--- config.mk ---
export PLATFORM = sky130hd
export DESIGN_NAME = chained_lfsr48
export DESIGN_NICKNAME = d
export VERILOG_FILES = /design/src/rtl/chained_lfsr48.sv
export SDC_FILE = /design/constraint.sdc
export NUM_CORES = 1
export LEC_CHECK = 0
export ABC_AREA = 1
export CORE_ASPECT_RATIO = 0.7
export CORE_MARGIN = 4
export CORE_UTILIZATION = 35
export CTS_CLUSTER_DIAMETER = 30
export DETAILED_ROUTE_END_ITERATION = 7
export HOLD_SLACK_MARGIN = 0.08
export PLACE_DENSITY = 0.75
export SKIP_LAST_GASP = 1
export SYNTH_ARGS = -nofsm -noshare
export SYNTH_HDL_FRONTEND = slang
export SYNTH_SLANG_ARGS = --single-unit
--- constraint.sdc ---
create_clock -name clk -period 2.3 [get_ports clk]
set_clock_uncertainty 0.2 [all_clocks]
set_input_delay 0.46 -clock clk [delete_from_list [all_inputs] [get_ports clk]]
set_output_delay 0.46 -clock clk [all_outputs]
set_load 0.05 [all_outputs]
--- src/rtl/chained_lfsr48.sv ---
module chained_lfsr48 #(
  parameter int W = 24
) (
  input  logic         clk,
  input  logic         rst_n,
  input  logic         shift_en,
  input  logic         in_en,
  input  logic         din,
  input  logic         load_a,
  input  logic         load_b,
  input  logic [W-1:0] ld_a,
  input  logic [W-1:0] ld_b,
  input  logic [W-1:0] tap_a,
  input  logic [W-1:0] tap_b,
  input  logic [W-1:0] fb_pick,
  input  logic [W-1:0] sel_a,
  input  logic [W-1:0] sel_b,
  output logic [W-1:0] reg_a,
  output logic [W-1:0] reg_b,
  output logic         zero_det
);
  localparam int N = 2 * W;

  logic [N-1:0] chain, taps, nxt;
  logic         fb, mix;

  assign chain = {reg_a, reg_b};
  assign taps  = {tap_a, tap_b[W-1:1], 1'b0};
  assign fb    = |(reg_a & fb_pick);
  assign mix   = (in_en & din) ^ fb;
  assign nxt   = {chain[N-2:0], mix} ^ (taps & {N{mix}});

  always_ff @(posedge clk) begin
    if (!rst_n) begin
      reg_a <= '0;
      reg_b <= '0;
    end else if (load_a || load_b) begin
      if (load_a) reg_a <= ld_a;
      if (load_b) reg_b <= ld_b;
    end else if (shift_en) begin
      {reg_a, reg_b} <= nxt;
    end
  end

  assign zero_det = ~|(reg_a & sel_a) & ~|(reg_b & sel_b);

  assert_fb_onehot_R3: assert property (@(posedge clk) disable iff (!rst_n)
    $onehot0(fb_pick));

  assert_hold_R6: assert property (@(posedge clk) disable iff (!rst_n)
    (!shift_en && !load_a && !load_b) |=> ($stable(reg_a) && $stable(reg_b)));

  assert_load_a_R7: assert property (@(posedge clk) disable iff (!rst_n)
    load_a |=> reg_a == $past(ld_a));

  assert_load_b_only_R7: assert property (@(posedge clk) disable iff (!rst_n)
    (load_b && !load_a) |=> (reg_b == $past(ld_b) && $stable(reg_a)));

  assert_stage0_R4: assert property (@(posedge clk) disable iff (!rst_n)
    (shift_en && !load_a && !load_b) |=> reg_b[0] == $past(mix));

  assert_cross_R2: assert property (@(posedge clk) disable iff (!rst_n)
    (shift_en && !load_a && !load_b && !tap_a[0]) |=> reg_a[0] == $past(reg_b[W-1]));
endmodule

; Word level (Yosys, flattened, before mapping)
; Cells that the tools add are included.
[totals]
register_bits = 48
inputBits = 175
out_inout_bits = 49
elab_cells = 27
[op_classes]
eq_ne = 2
n_mux = 6
bitwise_logic = 8
n_reduce_logical = 9
[op_table]
columns = op, n
row1 = 24-bit 2-to-1 mux, 6
row2 = 24-bit AND, 3
row3 = 24-bit OR reduction, 3
row4 = 48-bit AND, 1
row5 = 48-bit XOR, 1
row6 = "2-bit inequality test, second input constant", 2
row7 = 2-bit AND reduction, 2
row8 = 1-bit AND, 2
row9 = 1-bit zero test, 2
row10 = 2-bit nonzero test, 1
row11 = 1-bit logical OR, 1
row12 = 1-bit XOR, 1

; Longest topological paths before layout
[depth]
word_depth = 7
mapped_depth = 14
mapped_depth_nobuf = 12

; Least setup slack after synthesis
; OpenSTA, ideal clock, no wires.
[synth_timing]
path_type = register to output
from = register reg_b[4]
to = output zero_det
arrival_ns = 1.707
setup_slack_ns = -0.067
stages_incl_launch_ff = 6
cell_sequence = dfxtp_1 > nand2_1 > nand4_1 > nor4_1 > nand4_1 > nor2_1
[synth_between]
elab_chain_len = 4
[synth_lines]
columns = item, line
row1 = "start, declared", 19  ; output logic [W-1:0] reg_b,
row2 = "start signal, assigned", 39  ; if (load_b) reg_b <= ld_b;
row3 = "start signal, assigned", 41  ; {reg_a, reg_b} <= nxt;
row4 = 24-bit AND, 45  ; assign zero_det = ~|(reg_a & sel_a) & ~|(reg_b & sel_b);
row5 = 24-bit OR reduction, 45
row6 = 1-bit zero test, 45
row7 = 1-bit AND, 45
row8 = "end, declared", 20  ; output logic zero_det
; Every way passes these cells.

; Worst setup path in the final report
[layout_timing]
from = input sel_b[11]
to = output zero_det
[layout_between]
elab_chain_len = 4
[layout_lines]
columns = item, line
row1 = "start, declared", 17  ; input logic [W-1:0] sel_b,
row2 = 24-bit AND, 45
row3 = 24-bit OR reduction, 45
row4 = 1-bit zero test, 45
row5 = 1-bit AND, 45
; Every way passes these cells.

==> summary by stage <==
Worst setup path
STA classifies the critical path endpoint as an output pin. The top fanout value on the critical path is 1. For the worst setup path, the data required time is 1640 ps. The largest single stage delay on the critical path is 260 ps. The library cell contributing the largest single delay on the critical path is sky130_fd_sc_hd__nor4_2.

The worst setup path startpoint is sel_b[11]. STA classifies the critical path startpoint as an input port. For the worst setup path, the data arrival time is 1650 ps. The most numerous cell type found on the critical path is sky130_fd_sc_hd__nand4_1. Traced cell by cell, the critical path runs through dlygate4sd2_1 > nand2_2 > nand4_1 > nor4_2 > nand4_1 > nor2_2 > buf_12. The startpoint of the worst register-to-register path is reg_a[6]. For flop-to-flop paths, the worst setup slack is 190 ps.

The worst setup path category is in -> out. The number of cells on the worst reg-to-reg path is 13. The worst register-to-register path ends at reg_b[8].

Synthesis
The library cell with the highest instance count after synthesis is sky130_fd_sc_hd__nand2_1. The leading area contributor after synthesis is sky130_fd_sc_hd__dfxtp_1. The synthesized net count is 868. The async set or reset register ratio after synthesis is 0. Ranked by total cell area, the synthesized netlist is headed by sky130_fd_sc_hd__dfxtp_1 (25%), sky130_fd_sc_hd__nand2_1 (22%), sky130_fd_sc_hd__nand3_1 (18%), sky130_fd_sc_hd__nor2_1 (10%), sky130_fd_sc_hd__a21oi_2 (6.5%). Synthesis produced a netlist whose cell count is 693.

The commonest cells after synthesis are sky130_fd_sc_hd__nand2_1 (232), sky130_fd_sc_hd__nand3_1 (141), sky130_fd_sc_hd__nor2_1 (108). The synthesized area is 3900 µm². For this run, the register share of the synthesized area comes to 0.246. The Yosys step of the flow raised 0 warnings. The netlist uses 23 different library cells. The primary flip-flop cell chosen by synthesis mapping is sky130_fd_sc_hd__dfxtp_1.

Synthesis inferred 48 register bits. Of the post-synthesis cell area, the dominant cell type holds 0.246. The number of flops mapped to enable cells by yosys is 0.

In this run the mean area of a mapped cell was 5.63 µm².

Worst hold path
The tightest min-delay check is of the reg -> reg type. The hold-critical path depth is 2. The sink of the worst hold path is reg_b[8]. The worst hold path begins at reg_b[8].

Status
The run finished, with violations left. The checks that failed: negative setup slack.

Routing
The aggregate routed wire length is 17100 µm. The initial DRC count is 348. For this run, design rule violations remaining after detail routing come to 0. After detailed routing, the number of vias per cell comes to 5.06.

Once detail routing completed, the nets flagged for antenna violations numbered 0. The iteration count of the initial detailed-routing pass is 7. The average detailed-routed wire length per instance is 16.1 µm.

The vias after detailed routing is 5367.

Clock network
CTS saw 48 sinks. The number of levels the H-tree was split into is 2. The clock reaches the later pin of the worst-skew pair after 290 ps. Counting the buffers created by CTS gives 5. The clock root buffer is sky130_fd_sc_hd__clkbuf_16. Buffers inserted to repair hold after CTS numbered 0.

Counting along the longest clock path gives a buffer depth of 2. The TritonCTS clock tree is built. The clock transition at the registers of the reported paths is 60 ps.

Timing
The worst path in the final design needs a cycle of 2310 ps, including I/O delays and setup. The worst pin sits at a relative slew slack of 0.651. Across all hold checks on the routed design, the worst slack comes to 307 ps. The final count of negative-setup-slack endpoints is 1.

Setup repair after global routing could not meet its margin everywhere. For the final routed database, the setup TNS stands at -6.71 ps. The number of hold violations in the final report is 0.

At the pin with the least slew margin, the transition time is 521 ps. The total count of max-transition violations in the final report is 0. The worst setup margin is -6.71 ps. Of the available clock period, the critical path in the final layout requires 1.00. Static timing analysis puts the maximum clock frequency at 434 MHz.

Cells and area
The number of diodes added for antenna fixing is 0. The final instance area is 6730 µm². The layout has 1019 filler cells. From synthesis to final layout, the design area changed by 72.4%.

In the final layout, the share of cells above drive strength 1 is 0.143. The final layout net count is 1087.

Pwr
The leakage power figure is 2.96 nW. Dividing total power by cell area gives a power density of 502 nW/µm². The maximum ir drop on the vdd rail is 0.281 mV.

Floorplan
The core area is 10600 µm². The width of the die is 134 µm. The overall die area is 12900 µm².

The die is 96.3 µm tall. The initial cell density of the core is 0.367. The number of placement rows is 31. During I/O placement, the number of pins put on the boundary was 224.

Placed design
The global placement routability congestion is 0.882. The placed instance area is 6370 µm². The count of input and output buffers is 222. After legalization and detailed placement, the total HPWL measured 12600 µm. The worst slack after detailed placement is -263 ps.

Global routing
The number of global-route vias before repair is 4846. The number of antenna violations at the first check in global routing came to 0. The first global-routing pass estimated 25700 µm of wire. Summed over all layers, the global routing overflow is 0.

The maximum number of pins on one net before global-route repair is 95. In the global route stage, overall resource usage came out at 0.251.

Flow run
The tool flagged a number of max-cap violations equal to 0.
state kept, by name, indices dropped and copies added (netlist names):
signal / cells
reg_b: 24
reg_a: 24
per-layer routing:
| metal | up-vias | routed length [µm] | GRT usage |
|---|---|---|---|
| met1 | 2396 | 7630 | 0.354 |
| met4 | 0 | 208 | 0.0500 |
| met2 | 285 | 7340 | 0.390 |
| met5 | - | 0 | 0 |
| li1 | 2670 | - | - |
| met3 | 16 | 1960 | 0.0658 |
what timing repair did:
item	CTS	global route
pin swaps	19	16
gates resized for setup	67	30
buffers inserted	2	0
endpoints found under the setup margin	1	18
gates cloned	0	1
how the worst max path moves through the flow:
stage | cells past startpoint | slack, ps | endpoint
final | 7 | -7 | zero_det
after global routing | 7 | -90 | zero_det
after CTS | 6 | -50 | zero_det
after detailed placement | 7 | -260 | zero_det
after global placement | 7 | -240 | zero_det
after floorplan | 5 | 140 | zero_det
area by class of cell:
class	instances	area (µm²)	area share
Timing Repair Buffer	251	2530	0.376
Multi-Input combinational cell	554	2650	0.394
Sequential cell	48	982	0.146
Clock inverter	1	30.0	0.00446
Inverter	52	195	0.0290
Clock buffer	7	153	0.0227
Tap cell	148	185	0.0275
metrics by stage:
stage | power (W) | cells | util
floorplan | 0.00179 | 693 | -
finish | 0.00338 | 1061 | 0.633
CTS | 0.00337 | 1060 | 0.623
detailed placement | 0.00244 | 1050 | 0.600
global placement | 0.00242 | 1050 | 0.600
global route | 0.00355 | 1061 | 0.633
logic make-up (layout without fill, tap and decap cells):
group | after synthesis | after routing | share of synthesized area
flip-flops | 48 | 48 | 0.246
AO/OA/AOI/OAI | 57 | 57 | 0.109
AND/OR/NAND/NOR | 497 | 497 | 0.537
buffers and inverters | 91 | 311 | 0.108
critical path: cells and delay by family:
kind                   cells  cell delay [ps]
buffers and inverters      2              390
AND/OR/NAND/NOR            5              800
power by group:
part	total (W)	internal [W]	switching, W	leakage (nW)
sequential	0.00100	0.000898	0.000103	0.401
combinational	0.00147	0.000667	0.000803	2.47
clock	0.000904	0.000573	0.000331	0.0901
total	0.00338	0.00214	0.00124	2.96
layout by cell type (no fill, tap or decap), types with 3 or more instances in the layout:
master and instances:
sky130_fd_sc_hd__nor2_1 104, sky130_fd_sc_hd__dfxtp_4 3, sky130_fd_sc_hd__a21oi_1 20, sky130_fd_sc_hd__dfxtp_2 8
sky130_fd_sc_hd__buf_12 9, sky130_fd_sc_hd__nand3_2 3, sky130_fd_sc_hd__buf_4 34, sky130_fd_sc_hd__clkdlybuf4s50_1 158
sky130_fd_sc_hd__nand2_1 216, sky130_fd_sc_hd__nand3_1 141, sky130_fd_sc_hd__dfxtp_1 37, sky130_fd_sc_hd__dlygate4sd2_1 27
sky130_fd_sc_hd__a21oi_2 29, sky130_fd_sc_hd__a221oi_2 6, sky130_fd_sc_hd__dlymetal6s2s_1 14, sky130_fd_sc_hd__nor2_4 4
sky130_fd_sc_hd__clkdlybuf4s15_1 5, sky130_fd_sc_hd__nand2_2 14, sky130_fd_sc_hd__nand4_1 7, sky130_fd_sc_hd__inv_1 51
sky130_fd_sc_hd__clkbuf_16 6, sky130_fd_sc_hd__nand2_4 3
Power figures use the tool's default switching activity.
